## src/rtl/pmem_pkg.sv

```systemverilog
// Shared types for the parallel memory front end.
package pmem_pkg;
    // Read source selection; code values are fixed by the mode input encoding.
    typedef enum logic [1:0] {
        RM_ARRAY  = 2'd0,
        RM_BUFFER = 2'd1,
        RM_IDENT  = 2'd2,
        RM_STATUS = 2'd3
    } rd_mode_e;
endpackage

```

## src/rtl/pmem_sync.sv

```systemverilog
// Two-flop synchronizer with a third stage that keeps the previous sample
// for edge detection. Assumes each bit is sampled independently; multi-bit
// buses passed through here must be held stable around the strobe edges.
module pmem_sync #(
    parameter int           W   = 1,
    parameter logic [W-1:0] RST = '0
) (
    input  logic         clk,
    input  logic         rst_n,
    input  logic [W-1:0] d,
    output logic [W-1:0] q,
    output logic [W-1:0] q_prev
);
    logic [W-1:0] s1, s2, s3;

    // Shift the asynchronous input through meta, stable and history stages.
    always_ff @(posedge clk) begin
        if (!rst_n) begin
            s1 <= RST;
            s2 <= RST;
            s3 <= RST;
        end else begin
            s1 <= d;
            s2 <= s1;
            s3 <= s2;
        end
    end

    assign q      = s2;
    assign q_prev = s3;
endmodule

```

## src/rtl/pmem_ctrl.sv

```systemverilog
// Control-pin resolution: selection from both enables and reset pin,
// priority enable > output enable > write enable, and strobe edge events.
// Assumes synchronized inputs.
module pmem_ctrl (
    input  logic clk,
    input  logic rst_n,
    input  logic ce0_s,
    input  logic ce1_s,
    input  logic oe_s,
    input  logic we_s,
    input  logic we_p,
    input  logic rp_s,
    output logic sel,
    output logic rd_drive,
    output logic we_fall,
    output logic we_rise,
    output logic in_reset
);
    logic wr_allow;

    // Resolve selection and strobe priority from the synchronized pins.
    always_comb begin
        in_reset = !rp_s;
        sel      = !ce0_s && !ce1_s && rp_s;
        rd_drive = sel && !oe_s;
        wr_allow = sel && oe_s;
        we_fall  = wr_allow && !we_s && we_p;
        we_rise  = wr_allow && we_s && !we_p;
    end

    // a rise and a fall of the strobe never coincide
    a_r5_single_edge: assert property (@(posedge clk) disable iff (!rst_n)
        !(we_rise && we_fall));
endmodule

```

## src/rtl/pmem_latch.sv

```systemverilog
// Strobe-edge capture: page-buffer address on the accepted fall, address
// fields and data on the accepted rise with a one-cycle valid pulse.
// Assumes address bits are [blk | row | col | byte].
module pmem_latch #(
    parameter int DATA_W = 16,
    parameter int BLK_W  = 5,
    parameter int ROW_W  = 10,
    parameter int COL_W  = 5
) (
    input  logic                           clk,
    input  logic                           rst_n,
    input  logic                           in_reset,
    input  logic                           we_fall,
    input  logic                           we_rise,
    input  logic                           x8,
    input  logic [BLK_W+ROW_W+COL_W:0]     addr,
    input  logic [DATA_W-1:0]              dq,
    output logic                           cmd_valid,
    output logic [DATA_W-1:0]              cmd_data,
    output logic [BLK_W-1:0]               cmd_blk,
    output logic [ROW_W-1:0]               cmd_row,
    output logic [COL_W-1:0]               cmd_col,
    output logic                           cmd_bsel,
    output logic [BLK_W+ROW_W+COL_W:0]     pb_addr
);
    localparam int BYTE_W  = DATA_W / 2;
    localparam int COL_LSB = 1;
    localparam int ROW_LSB = COL_LSB + COL_W;
    localparam int BLK_LSB = ROW_LSB + ROW_W;

    // Load the page-buffer address on each accepted falling strobe.
    always_ff @(posedge clk) begin
        if (!rst_n)       pb_addr <= '0;
        else if (we_fall) pb_addr <= addr;
    end

    // Capture command fields and raise the valid pulse on an accepted rise.
    always_ff @(posedge clk) begin
        if (!rst_n) begin
            cmd_valid <= 1'b0;
            cmd_data  <= '0;
            cmd_blk   <= '0;
            cmd_row   <= '0;
            cmd_col   <= '0;
            cmd_bsel  <= 1'b0;
        end else begin
            cmd_valid <= we_rise && !in_reset;
            if (we_rise) begin
                cmd_blk  <= addr[BLK_LSB +: BLK_W];
                cmd_row  <= addr[ROW_LSB +: ROW_W];
                cmd_col  <= addr[COL_LSB +: COL_W];
                cmd_bsel <= x8 && addr[0];
                cmd_data <= x8 ? {{BYTE_W{1'b0}}, dq[BYTE_W-1:0]} : dq;
            end
        end
    end

    // the command pulse lasts one cycle
    a_r5_pulse_one: assert property (@(posedge clk) disable iff (!rst_n)
        cmd_valid |=> !cmd_valid);
    // page-buffer address moves only after an accepted fall
    a_r6_pb_on_fall: assert property (@(posedge clk) disable iff (!rst_n)
        !$stable(pb_addr) |-> $past(we_fall));
endmodule

```

## src/rtl/pmem_rdmux.sv

```systemverilog
// Read path: read-mode register, source select, x8 byte steering and the
// per-lane drive enables. Assumes status data is one byte wide.
module pmem_rdmux #(
    parameter int DATA_W = 16
) (
    input  logic                  clk,
    input  logic                  rst_n,
    input  logic                  in_reset,
    input  logic                  mode_set,
    input  logic [1:0]            mode_val,
    input  logic                  rd_drive,
    input  logic                  x8,
    input  logic                  bsel_live,
    input  logic [DATA_W-1:0]     rd_array,
    input  logic [DATA_W-1:0]     rd_buf,
    input  logic [DATA_W-1:0]     rd_ident,
    input  logic [DATA_W/2-1:0]   rd_status,
    output logic [DATA_W-1:0]     dq_out,
    output logic                  oe_lo,
    output logic                  oe_hi
);
    import pmem_pkg::*;
    localparam int BYTE_W = DATA_W / 2;

    rd_mode_e          mode_q;
    logic [DATA_W-1:0] word;

    // Hold the read mode; reset and reset-pin low both force array mode.
    always_ff @(posedge clk) begin
        if (!rst_n || in_reset) mode_q <= RM_ARRAY;
        else if (mode_set)      mode_q <= rd_mode_e'(mode_val);
    end

    // Pick the source word and steer bytes onto the lanes.
    always_comb begin
        case (mode_q)
            RM_BUFFER: word = rd_buf;
            RM_IDENT:  word = rd_ident;
            RM_STATUS: word = {{BYTE_W{1'b0}}, rd_status};
            default:   word = rd_array;
        endcase
        if (mode_q == RM_STATUS || !x8) dq_out = word;
        else if (bsel_live)             dq_out = {{BYTE_W{1'b0}}, word[DATA_W-1:BYTE_W]};
        else                            dq_out = {{BYTE_W{1'b0}}, word[BYTE_W-1:0]};
        oe_lo = rd_drive;
        oe_hi = rd_drive && !x8 && (mode_q != RM_STATUS);
    end

    // status mode never drives the high lane
    a_r10_status_low_only: assert property (@(posedge clk) disable iff (!rst_n)
        (mode_q == RM_STATUS) |-> !oe_hi);
    // leaving reset finds array mode
    a_r13_array_on_exit: assert property (@(posedge clk) disable iff (!rst_n)
        $fell(in_reset) |-> (mode_q == RM_ARRAY));
endmodule

```

## src/rtl/pmem_front.sv

```systemverilog
// Top of the parallel memory front end: synchronizes all pins, resolves
// control, captures commands and drives the read path. Assumes the host
// holds address and data stable for a few clocks around each strobe edge.
module pmem_front #(
    parameter int DATA_W = 16,
    parameter int BLK_W  = 5,
    parameter int ROW_W  = 10,
    parameter int COL_W  = 5
) (
    input  logic                              clk,
    input  logic                              rst_n,
    input  logic                              pin_ce0_n,
    input  logic                              pin_ce1_n,
    input  logic                              pin_oe_n,
    input  logic                              pin_we_n,
    input  logic                              pin_rp_n,
    input  logic                              pin_byte_n,
    input  logic [BLK_W+ROW_W+COL_W:0]        pin_addr,
    input  logic [DATA_W-1:0]                 pin_dq_in,
    output logic [DATA_W-1:0]                 pin_dq_out,
    output logic                              pin_dq_oe_lo,
    output logic                              pin_dq_oe_hi,
    input  logic                              mode_set,
    input  logic [1:0]                        mode_val,
    input  logic [DATA_W-1:0]                 rd_array,
    input  logic [DATA_W-1:0]                 rd_buf,
    input  logic [DATA_W-1:0]                 rd_ident,
    input  logic [DATA_W/2-1:0]               rd_status,
    output logic                              cmd_valid,
    output logic [DATA_W-1:0]                 cmd_data,
    output logic [BLK_W-1:0]                  cmd_blk,
    output logic [ROW_W-1:0]                  cmd_row,
    output logic [COL_W-1:0]                  cmd_col,
    output logic                              cmd_bsel,
    output logic [BLK_W+ROW_W+COL_W:0]        pb_addr,
    output logic                              op_abort,
    output logic                              status_clear
);
    localparam int ADDR_W = 1 + COL_W + ROW_W + BLK_W;
    localparam int BUS_W  = ADDR_W + DATA_W;
    localparam int CTL_W  = 6;

    logic [CTL_W-1:0]  ctl_s, ctl_p;
    logic [BUS_W-1:0]  bus_s, bus_p;
    logic              ce0_s, ce1_s, oe_s, we_s, we_p, rp_s, byte_s;
    logic [ADDR_W-1:0] addr_s;
    logic [DATA_W-1:0] dq_s;
    logic              sel, rd_drive, we_fall, we_rise, in_reset;

    pmem_sync #(.W(CTL_W), .RST({CTL_W{1'b1}})) u_ctl_sync (
        .clk(clk), .rst_n(rst_n),
        .d({pin_ce0_n, pin_ce1_n, pin_oe_n, pin_we_n, pin_rp_n, pin_byte_n}),
        .q(ctl_s), .q_prev(ctl_p));

    pmem_sync #(.W(BUS_W), .RST('0)) u_bus_sync (
        .clk(clk), .rst_n(rst_n), .d({pin_addr, pin_dq_in}),
        .q(bus_s), .q_prev(bus_p));

    assign {ce0_s, ce1_s, oe_s, we_s, rp_s, byte_s} = ctl_s;
    assign we_p   = ctl_p[2];
    assign addr_s = bus_s[BUS_W-1:DATA_W];
    assign dq_s   = bus_s[DATA_W-1:0];

    pmem_ctrl u_ctrl (
        .clk(clk), .rst_n(rst_n), .ce0_s(ce0_s), .ce1_s(ce1_s), .oe_s(oe_s),
        .we_s(we_s), .we_p(we_p), .rp_s(rp_s), .sel(sel), .rd_drive(rd_drive),
        .we_fall(we_fall), .we_rise(we_rise), .in_reset(in_reset));

    pmem_latch #(.DATA_W(DATA_W), .BLK_W(BLK_W), .ROW_W(ROW_W), .COL_W(COL_W)) u_latch (
        .clk(clk), .rst_n(rst_n), .in_reset(in_reset), .we_fall(we_fall),
        .we_rise(we_rise), .x8(!byte_s), .addr(addr_s), .dq(dq_s),
        .cmd_valid(cmd_valid), .cmd_data(cmd_data), .cmd_blk(cmd_blk),
        .cmd_row(cmd_row), .cmd_col(cmd_col), .cmd_bsel(cmd_bsel),
        .pb_addr(pb_addr));

    pmem_rdmux #(.DATA_W(DATA_W)) u_rdmux (
        .clk(clk), .rst_n(rst_n), .in_reset(in_reset), .mode_set(mode_set),
        .mode_val(mode_val), .rd_drive(rd_drive), .x8(!byte_s),
        .bsel_live(addr_s[0]), .rd_array(rd_array), .rd_buf(rd_buf),
        .rd_ident(rd_ident), .rd_status(rd_status), .dq_out(pin_dq_out),
        .oe_lo(pin_dq_oe_lo), .oe_hi(pin_dq_oe_hi));

    // Abort and status-clear follow the synchronized reset pin.
    assign op_abort     = in_reset;
    assign status_clear = in_reset;

    // with an enable high, no command follows
    a_r2_desel_no_cmd: assert property (@(posedge clk) disable iff (!rst_n)
        (ce0_s || ce1_s) |=> !cmd_valid);
    // output enable low blocks commands
    a_r3_oe_blocks_write: assert property (@(posedge clk) disable iff (!rst_n)
        (sel && !oe_s) |=> !cmd_valid);
    // reset pin low means no drive and no command
    a_r12_reset_quiet: assert property (@(posedge clk) disable iff (!rst_n)
        !rp_s |-> (!pin_dq_oe_lo && !pin_dq_oe_hi));
    a_r12_reset_no_cmd: assert property (@(posedge clk) disable iff (!rst_n)
        !rp_s |=> !cmd_valid);
endmodule

```

## config.mk

```make
export PLATFORM = sky130hd
export DESIGN_NAME = pmem_front
export DESIGN_NICKNAME = d
export VERILOG_FILES = /design/src/rtl/pmem_pkg.sv /design/src/rtl/pmem_sync.sv /design/src/rtl/pmem_ctrl.sv /design/src/rtl/pmem_latch.sv /design/src/rtl/pmem_rdmux.sv /design/src/rtl/pmem_front.sv
export SDC_FILE = /design/constraint.sdc
export NUM_CORES = 1
export LEC_CHECK = 0
export CAP_MARGIN = 10
export CORE_MARGIN = 2
export CORE_UTILIZATION = 30
export DETAILED_ROUTE_END_ITERATION = 10
export GPL_TIMING_DRIVEN = 0
export SLEW_MARGIN = 20
export SYNTH_ARGS = -nofsm -noshare
export SYNTH_HDL_FRONTEND = slang
export SYNTH_SLANG_ARGS = --single-unit
```

## constraint.sdc

```tcl
create_clock -name clk -period 1.4 [get_ports clk]
set_clock_uncertainty 0.05 [all_clocks]
set_input_delay 0.14 -clock clk [delete_from_list [all_inputs] [get_ports clk]]
set_output_delay 0.14 -clock clk [all_outputs]
set_load 0.05 [all_outputs]
```

Word level (Yosys, flattened, before mapping). Index checks and enable logic that the tools add are counted.

Multiplexer cells: 4. Eq/ne operators: 4. Reduce and logical (&&, ||, !) cells: 22.

Operators by type and width (count): one-hot mux 16 bit (3 select lines) (1); 2-to-1 mux 16 bit (2); logical AND 1 bit (12); zero test 1 bit (8); 2-to-1 mux 8 bit (1); == test 2 bit (second input constant) (2); == test 2 x 1 -> 1 bit (second input constant) (1); logical OR 1 bit (2); inequality test 2 bit (second input constant) (1).

Bits in registers: 150. Word-level logic and storage cells: 43. Output and inout bits: 79. Input port bits: 104.

Longest topological paths before layout. Gate-level depths: netlist of run 1.

Word-level depth: 7. Gate-level depth with buffers: 5. Mapped depth without buffers: 3.

Modules after synthesis. Synthesis of run 1 repeated with hierarchy kept, for this count alone.

Cells, all modules: 546. Area total of the unflattened synthesis: 6556.3 µm².

By module, submodules not included: pmem_sync at u_bus_sync (area each 3039.2 µm², instances 1, cells an instance 234, sequential area each 2222.1 µm²); pmem_latch (area each 2311.0 µm², instances 1, cells an instance 201, sequential area each 1181.1 µm²); pmem_rdmux (area each 659.4 µm², instances 1, cells an instance 67, sequential area each 40.0 µm²); pmem_sync at u_ctl_sync (area each 486.7 µm², instances 1, cells an instance 37, sequential area each 360.3 µm²); pmem_ctrl (area each 48.8 µm², instances 1, cells an instance 5, sequential area each 0.0 µm²); pmem_front (area each 11.3 µm², instances 1, cells an instance 2, sequential area each 0.0 µm²).

Worst setup path after synthesis of run 1. No wires, ideal clock.

Path type: register to output. Start point: register u_ctl_sync.s2[1] (netlist: u_ctl_sync.q[1]). End point: output port pin_dq_oe_hi. Path slack: -1.627 ns. Arrival time: 2.837 ns. Stages on the path, launching flop included: 4. Path buffers: 0. Cells stage by stage: dfxtp_1 inv_1 nor4_1 and3_1.

Cells in the longest elaborated chain, start to end: 4.

RTL lines: from (decl) (line pmem_sync.sv:14) `logic [W-1:0] s1, s2, s3;`; from (signal assigned) (line pmem_sync.sv:20) `s2 <= RST;`; from (signal assigned) (line pmem_sync.sv:24) `s2 <= s1;`; logical AND 1 bit (line pmem_ctrl.sv:24) `sel = !ce0_s && !ce1_s && rp_s;`; logical AND 1 bit (line pmem_ctrl.sv:25) `rd_drive = sel && !oe_s;`; named net pin_dq_oe_lo (line pmem_front.sv:21) `output logic pin_dq_oe_lo,`; logical AND 1 bit (2 in a row) (line pmem_rdmux.sv:46) `oe_hi = rd_drive && !x8 && (mode_q != RM_STATUS);`; to (decl) (line pmem_front.sv:22) `output logic pin_dq_oe_hi,`.

The timed path passes the listed nets, and every way through them passes these cells.

Worst setup path after layout of run 1.
Start point: register u_rdmux.mode_q[0]. End point: output port pin_dq_out[5].

Cells in the longest elaborated chain, start to end: 4.

RTL lines: from (decl) (line pmem_rdmux.sv:25) `rd_mode_e mode_q;`; from (signal assigned) (line pmem_rdmux.sv:31) `else if (mode_set) mode_q <= rd_mode_e'(mode_val);`; == test 2 bit, or another cell as far along (line pmem_rdmux.sv:36, pmem_rdmux.sv:42); one-hot mux 16 bit (3 select lines) (line pmem_rdmux.sv:36) `case (mode_q)`; 2-to-1 mux 8 bit (line pmem_rdmux.sv:43) `else if (bsel_live) dq_out = {{BYTE_W{1'b0}}, word[DATA_W-1:BYTE_W]};`; 2-to-1 mux 16 bit (*) (line pmem_rdmux.sv:42) `if (mode_q == RM_STATUS || !x8) dq_out = word;`; to (decl) (line pmem_front.sv:20) `output logic [DATA_W-1:0] pin_dq_out,`.

Every way passes the cells marked *; elsewhere a longest branch is shown, timed or not.

==> results by group, run 1 <==
Power
  • Switching power total: 2.41 mW
  • Switching portion of total power: 0.236
  • Internal power: 7.80 mW
  • Clock share of power: 0.443
  • Proportion of power drawn by combinational gates: 0.129
  • Part of the total power dissipated in sequential elements: 0.428
  • VDD IR max: 771 uV
  • Leakage power total: 3.45 nW
  • P per Cell Area: 1150 mW/mm^2

Cells and area
  • Final standard cell utilization of the core: 0.517
  • Count of inserted antenna diode cells: 0
  • Layout Nets: 827
  • Area used by multi-input combinational logic: 0.00244 sq mm
  • Footprint of the flip-flops and latches: 0.00297 sq mm
  • Post-route design area: 0.00888 sq mm
  • Layout-stage area growth over the synthesis result: 69.2%
  • Commonest cells after routing, fill and taps aside: sky130_fd_sc_hd__dfxtp_1, sky130_fd_sc_hd__clkdlybuf4s50_1, sky130_fd_sc_hd__nand2_1
  • Fraction of layout instances using a drive strength above 1: 0.288
  • Commonest non-fill, non-tap cell in the layout: sky130_fd_sc_hd__dfxtp_1
  • Final-layout fill cell count: 1537

Synthesis
  • Yosys reg bits: 148
  • Yosys synthesis warning count: 0
  • Top post-synthesis cells by area: sky130_fd_sc_hd__dfxtp_1, sky130_fd_sc_hd__mux2i_1, sky130_fd_sc_hd__and2_1, sky130_fd_sc_hd__nand2_1, sky130_fd_sc_hd__mux4_2
  • Area share of the leading cell type in the synthesized netlist: 0.564
  • Net Count, Synth: 593
  • Average footprint of a synthesized cell: 10.7 sq um
  • Number of cells produced by synthesis: 489
  • Netlist Area Pre-Place: 0.00525 sq mm
  • Sequential cell area fraction in the yosys report: 0.564
  • Number of distinct library cells after synthesis: 27
  • Leading area contributor after synthesis: sky130_fd_sc_hd__dfxtp_1

Worst setup path
  • Crit path largest cell delay: 0.51 ns
  • Required time at the endpoint of the critical path: 1.21 ns
  • Cell at the slowest stage of the critical path: sky130_fd_sc_hd__mux4_2
  • Worst EP arrival: 1.93 ns
  • Critical path fanouts, max: 6
  • Startpoint of the lowest-slack register-to-register path: u_ctl_sync.q[4]
  • Element type at the critical path start: flip-flop
  • Worst setup startpoint: u_rdmux.mode_q[0]
  • Cell-by-cell listing of the critical path: buf_12 -> mux4_2 -> a21boi_4 -> o21bai_4 -> buf_6
  • WS Path Type: reg2out
  • Sort of element at the end of the critical path: output pin

Route
  • Final routed wire length divided by cell count: 15.7 um
  • Mean number of vias per cell: 4.38
  • Remaining number of nets flagged by the antenna check after routing: 0
  • Pre-antenna DRT Iters: 4
  • Post-detailed-routing wire length: 15100 um
  • Via total after detailed routing: 4210
  • DRC marker count from the first detailed-route iteration: 128
  • Drc violations: 0

Timing
  • Endpoints failing hold: 0
  • Number of failing setup endpoints in the final timing report: 60
  • RSZ-0062 raised after global routing: yes
  • Worst Tran Pin Value: 0.601 ns
  • Final-layout worst hold slack: 0.0498 ns
  • TNS Setup: -11.62 ns
  • Pins over their slew limit: 0
  • Portion of the clock cycle consumed by the worst path in the final layout: 1.51
  • Worst setup slack after layout: -0.718 ns
  • Relative slew slack: 0.599
  • Final worst path period need: 2.12 ns
  • Fmax: 472 MHz

Status
  • Failing checks: setup timing
  • Outcome: complete, but fails checks

Floorplan
  • Core footprint: 0.0172 sq mm
  • Die extent in y: 136 um
  • Die Area: 0.0186 sq mm
  • Top-Level Pins: 183
  • Chip Width: 136 um
  • Rows: 48
  • Initial Util: 0.306

Clocking
  • Clock latency of the later-clocked register in the worst-skew pair: 0.41 ns
  • Clock slew seen by the registers of the worst setup and hold paths: 0.06 ns
  • CTS H-tree depth: 4
  • CTS root buf: sky130_fd_sc_hd__clkbuf_16
  • Number of clock sinks: 148
  • TritonCTS Buffers: 17
  • Number of buffers on the longest clock path: 2
  • CTS tree: yes

Global routing
  • Number of antenna violations at the first check in global routing: 1
  • Pin count of the biggest net entering global routing: 17
  • Global routing usage summed across all routing layers: 0.162
  • Vias in the first global route: 4357
  • Global-route wire length before repair: 22700 um
  • Overall overflow remaining after global route: 0

Job
  • Max-cap check violation count: 0

Placement
  • Post-detailed-placement half-perimeter wirelength: 10600 um
  • Buffers on Ports: 181
  • Weighted congestion reported at the end of routability-driven placement: 0.745
  • Area post-placement: 0.00755 sq mm

Worst hold path
  • Startpoint of the worst hold path: rst_n
  • Path class of the lowest-slack min-delay path: in2reg
## worst paths after layout
kind	to	slack, ns	cells past startpoint
max	pin_dq_out[5]	-0.72	5
min	u_ctl_sync.q[0]	0.05	2
max reg2reg	u_latch.pb_addr[3]	-0.07	6
min reg2reg	u_ctl_sync.q[0]	0.35	1
## Yosys cell counts, drive strengths merged
| cell type | n |
|---|---|
| o21bai | 7 |
| nand2b | 13 |
| nor2b | 3 |
| nor2 | 10 |
| mux2 | 1 |
| and2 | 75 |
| and3 | 1 |
| and2b | 1 |
| buf | 16 |
| a2bb2oi | 7 |
| and4bb | 1 |
| clkbuf | 18 |
| nand3 | 8 |
| mux2i | 68 |
| a21boi | 7 |
| nand2 | 92 |
| inv | 1 |
| nor4 | 1 |
| mux4 | 8 |
| dfxtp | 148 |
| nand3b | 1 |
| a21oi | 1 |
| o2bb2ai | 1 |
## worst max-delay path: cells and delay by family, from the launching register on
family,cells,cell delay [ns]
flip-flops,1,0.38
multiplexers,1,0.51
AO/OA/AOI/OAI,2,0.33
buffers and inverters,2,0.29
## layer usage
metal / routed length (um) / vias up / share of wire / global-route usage
met5: 10 / - / 0.00066 / 0
met4: 245 / 2 / 0.016 / 0.0602
met3: 1000 / 20 / 0.066 / 0.0526
met2: 7660 / 125 / 0.51 / 0.293
met1: 6150 / 1985 / 0.41 / 0.175
li1: - / 2078 / - / -
## flip-flops by register name, summed over array words and instances, names as in the netlist
name               count
u_bus_sync.q          37
u_bus_sync.s1         37
u_ctl_sync.q           6
u_ctl_sync.q_prev      1
u_ctl_sync.s1          6
u_latch.cmd_blk        5
u_latch.cmd_bsel       1
u_latch.cmd_col        5
u_latch.cmd_data      16
u_latch.cmd_row       10
u_latch.cmd_valid      1
u_latch.pb_addr       21
u_rdmux.mode_q         2
## power groups by stage
| stage | registers [mW] | clock network, mW | logic, mW |
|---|---|---|---|
| after floorplan | 4.45 | 0 | 0.621 |
| after global placement | 4.45 | 0 | 1.11 |
| after detailed placement | 4.45 | 0 | 1.12 |
| after CTS | 4.36 | 4.62 | 1.22 |
| after global routing | 4.37 | 4.80 | 1.39 |
| final | 4.36 | 4.52 | 1.32 |
## what timing repair did
action / in CTS / in global routing
hold buffers: 1 / 0
cloned: 4 / 3
gates resized for setup: 349 / 45
pin swaps: 6 / 9
buffers inserted: 22 / 12
hold endpoints to repair: 4 / 0
endpoints found under the setup margin: 111 / 77
## final cells by class
type | instances | share of cell area
Inverter | 1 | 0.000423
Clock inverter | 13 | 0.0168
Sequential cell | 148 | 0.335
Multi-Input combinational cell | 306 | 0.275
Tap cell | 225 | 0.0317
Buffer | 31 | 0.0262
Clock buffer | 19 | 0.0510
Timing Repair Buffer | 218 | 0.264
## cells by family (layout without fill, tap and decap cells)
logic type / count (synthesis) / in the layout / synth area share
simple gates: 206 / 206 / 0.198
flops: 148 / 148 / 0.564
mux: 77 / 77 / 0.166
buf+inv: 35 / 282 / 0.0362
compound gates: 23 / 23 / 0.0350
## metrics by stage
step | worst slack [ns] | total power, mW | std cells
finish | -0.718 | 10.2 | 961
global route | -0.784 | 10.6 | 961
CTS | -0.771 | 10.2 | 953
detailed placement | -1.01 | 5.57 | 895
global placement | -0.980 | 5.56 | 895
floorplan | -0.370 | 5.07 | 489
Note: power is estimated with default switching activity, not from simulation.
==> run 2, diff against run 1 <==
CORE_UTILIZATION = 40   (was 30)
PLACE_DENSITY = 0.75   (was unset)
SLEW_MARGIN = unset   (was 20)
==> run 2 against run 1 <==
  * Power down 1.4%
  * Sequential share of layout area up 0.82 points
  * Critical path type unchanged
  * Clock power down 2%
  * Global-route usage up 4.6 points
  * The flow still finishes with violations (setup timing)
  * Highest routed layer is now met4
  * Register-to-register slack worse by 0.04 ns
  * Sequential power about the same
  * Combinational power down 5%
==> results by group, run 2 (synthesis results as in run 1) <==
Status
  • Outcome: complete, but fails checks
  • Failing checks: setup timing

Route
  • Wire length on met2: 7720 um (+0.80%)
  • Top layer in use: met4
  • DRC marker count from the first detailed-route iteration: 133 (+3.9%)
  • Detailed-routing wirelength on met1: 5840 um (-5.1%)
  • Mean number of vias per cell: 4.66 (+6.4%)
  • Via total after detailed routing: 4183 (-0.64%)
  • Remaining number of nets flagged by the antenna check after routing: 0 (unchanged)
  • Final routed wire length divided by cell count: 16.3 um (+3.8%)
  • Met3 Wirelength: 815 um (-19%)
  • Pre-antenna DRT Iters: 4 (unchanged)
  • Drc violations: 0 (unchanged)
  • Post-detailed-routing wire length: 14600 um (-3.1%)

Worst setup path
  • Cell at the slowest stage of the critical path: sky130_fd_sc_hd__mux4_2
  • Sort of element at the end of the critical path: output pin
  • Critical path fanouts, max: 5 (-1)
  • Worst EP arrival: 1.96 ns (+0.03 ns)
  • Cell family contributing the most delay on the critical path: multiplexers
  • WS Path Type: reg2out
  • Crit path largest cell delay: 0.50 ns (about the same)
  • Worst setup startpoint: u_rdmux.mode_q[0]
  • Element type at the critical path start: flip-flop
  • Required time at the endpoint of the critical path: 1.21 ns (about the same)
  • Cell-by-cell listing of the critical path: buf_12 -> mux4_2 -> a21boi_1 -> o21bai_4 -> buf_6
  • Startpoint of the lowest-slack register-to-register path: u_ctl_sync.q[5]
  • Buffer and inverter count on the worst path: 2 (unchanged)

Floorplan
  • Die extent in y: 119 um (-13%)
  • Rows: 41 (-15%)
  • Initial Util: 0.413 (+0.107)
  • Top-Level Pins: 183 (unchanged)
  • Die Area: 0.0141 sq mm (-24%)
  • Core footprint: 0.0127 sq mm (-26%)
  • Chip Width: 119 um (-13%)

Job
  • Max-cap check violation count: 0 (unchanged)

Cells and area
  • Footprint of the flip-flops and latches: 0.00297 sq mm (unchanged)
  • Commonest non-fill, non-tap cell in the layout: sky130_fd_sc_hd__dfxtp_1
  • Area used by multi-input combinational logic: 0.00242 sq mm (-0.82%)
  • Layout-stage area growth over the synthesis result: 65.1%
  • Fraction of layout instances using a drive strength above 1: 0.274 (-0.0136)
  • Count of inserted antenna diode cells: 0 (unchanged)
  • Layout Nets: 816 (-1.3%)
  • Final-layout fill cell count: 980 (-36%)
  • Commonest cells after routing, fill and taps aside: sky130_fd_sc_hd__dfxtp_1, sky130_fd_sc_hd__clkdlybuf4s50_1, sky130_fd_sc_hd__nand2_1

Clocking
  • CTS H-tree depth: 4 (unchanged)
  • Clock slew seen by the registers of the worst setup and hold paths: 0.06 ns (about the same)
  • Clock latency of the later-clocked register in the worst-skew pair: 0.41 ns (about the same)
  • TritonCTS Buffers: 17 (unchanged)
  • CTS root buf: sky130_fd_sc_hd__clkbuf_16
  • Number of buffers on the longest clock path: 2 (unchanged)
  • CTS tree: yes
  • Number of clock sinks: 148 (unchanged)

Placement
  • Weighted congestion reported at the end of routability-driven placement: 0.854 (+15%)
  • Buffers on Ports: 181 (unchanged)
  • Pre-CTS WS: -1.04 ns (-0.0303 ns)
  • Post-detailed-placement half-perimeter wirelength: 10300 um (-2.6%)

Worst hold path
  • Path class of the lowest-slack min-delay path: in2reg
  • Startpoint of the worst hold path: rst_n

Global routing
  • Global routing usage summed across all routing layers: 0.208 (+0.0464)
  • Global-route wire length before repair: 22600 um (-0.37%)
  • Pin count of the biggest net entering global routing: 17 (unchanged)
  • Number of antenna violations at the first check in global routing: 0 (-1)
  • Overall overflow remaining after global route: 0 (unchanged)
  • Vias in the first global route: 4384 (+0.62%)

Timing
  • Worst Tran Pin Value: 0.547 ns (-0.0545 ns)
  • Fmax: 466 MHz (-1.3%)
  • Worst setup slack after layout: -0.746 ns (-0.0277 ns)
  • Number of failing setup endpoints in the final timing report: 59 (-1.7%)
  • RSZ-0062 raised after global routing: yes
  • Relative slew slack: 0.636 (+0.0363)
  • Final worst path period need: 2.15 ns (+0.0277 ns)
  • Pins over their slew limit: 0 (unchanged)
  • Endpoints failing hold: 0 (unchanged)
  • Final-layout worst hold slack: 0.0521 ns (+0.00236 ns)
  • Portion of the clock cycle consumed by the worst path in the final layout: 1.53 (+0.0198)

Power
  • P per Cell Area: 1160 mW/mm^2 (+1.0%)
  • Leakage power total: 3.36 nW (-2.6%)
  • VDD IR max: 694 uV (-10%)
run 2: cell count changes in the layout (fill, tap and decap cells not counted), moves of 2 or more:
cell / previous run / this run
sky130_fd_sc_hd__buf_6: 26 / 22
sky130_fd_sc_hd__buf_4: 18 / 12
sky130_fd_sc_hd__clkdlybuf4s15_2: 57 / 59
sky130_fd_sc_hd__buf_8: 10 / 7
sky130_fd_sc_hd__mux2i_2: 1 / 3
sky130_fd_sc_hd__buf_12: 7 / 9
sky130_fd_sc_hd__clkbuf_1: 15 / 17
sky130_fd_sc_hd__clkbuf_8: 2 / 0
sky130_fd_sc_hd__clkbuf_16: 19 / 17
run 2: layout make-up:
type                            instances  area share
Clock inverter                         14      0.0176
Inverter                                1    0.000433
Multi-Input combinational cell        306       0.280
Clock buffer                           18      0.0495
Tap cell                              172      0.0248
Timing Repair Buffer                  207       0.258
Buffer                                 31      0.0267
Sequential cell                       148       0.343
run 2: worst register-to-register path: stages, from the launching register on:
cell,delay [ns]
sky130_fd_sc_hd__dfxtp_2,0.33
sky130_fd_sc_hd__and4bb_2,0.33
sky130_fd_sc_hd__and2_4,0.25
sky130_fd_sc_hd__buf_12,0.14
sky130_fd_sc_hd__buf_16,0.12
sky130_fd_sc_hd__mux2i_1,0.21
run 2: per-layer routing:
| layer | global-route usage | up-vias |
|---|---|---|
| li1 | - | 2046 |
| met1 | 0.227 | 1976 |
| met2 | 0.385 | 143 |
| met3 | 0.0550 | 18 |
| met4 | 0.0744 | 0 |
| met5 | 0 | - |
run 2: stage by stage:
stage	TNS [ns]	utilization	area [sq um]	cells	total power [mW]
after floorplan	-2.23	-	5460	489	5.07
after global placement	-16.79	0.588	7490	842	5.54
after detailed placement	-18.43	0.588	7490	842	5.56
after CTS	-15.52	0.673	8570	893	10.1
after global routing	-16.44	0.681	8670	897	10.4
final	-12.56	0.681	8670	897	10.1
run 2: path summary, 6_finish.rpt:
kind                                           end  slack (ns)  cells past startpoint
worst max-delay path                 pin_dq_out[0]       -0.75                      5
worst min-delay path               u_ctl_sync.q[5]        0.05                      2
worst max register to register  u_latch.cmd_row[3]       -0.11                      5
worst min register to register     u_ctl_sync.q[0]        0.36                      1
run 2: timing repair:
| action | CTS | global route |
|---|---|---|
| pin swaps | 7 | 4 |
| gates cloned | 5 | 1 |
| endpoints found under the hold margin | 4 | 0 |
| setup endpoints to repair | 112 | 76 |
| buffers inserted | 14 | 9 |
| hold buffers | 1 | 0 |
| resized for setup | 349 | 31 |
run 2: where the power goes:
part / switching [mW] / total (mW) / internal, mW
registers: 0.0361 / 4.37 / 4.33
clock network: 1.80 / 4.44 / 2.64
logic: 0.572 / 1.26 / 0.684
total: 2.40 / 10.1 / 7.65
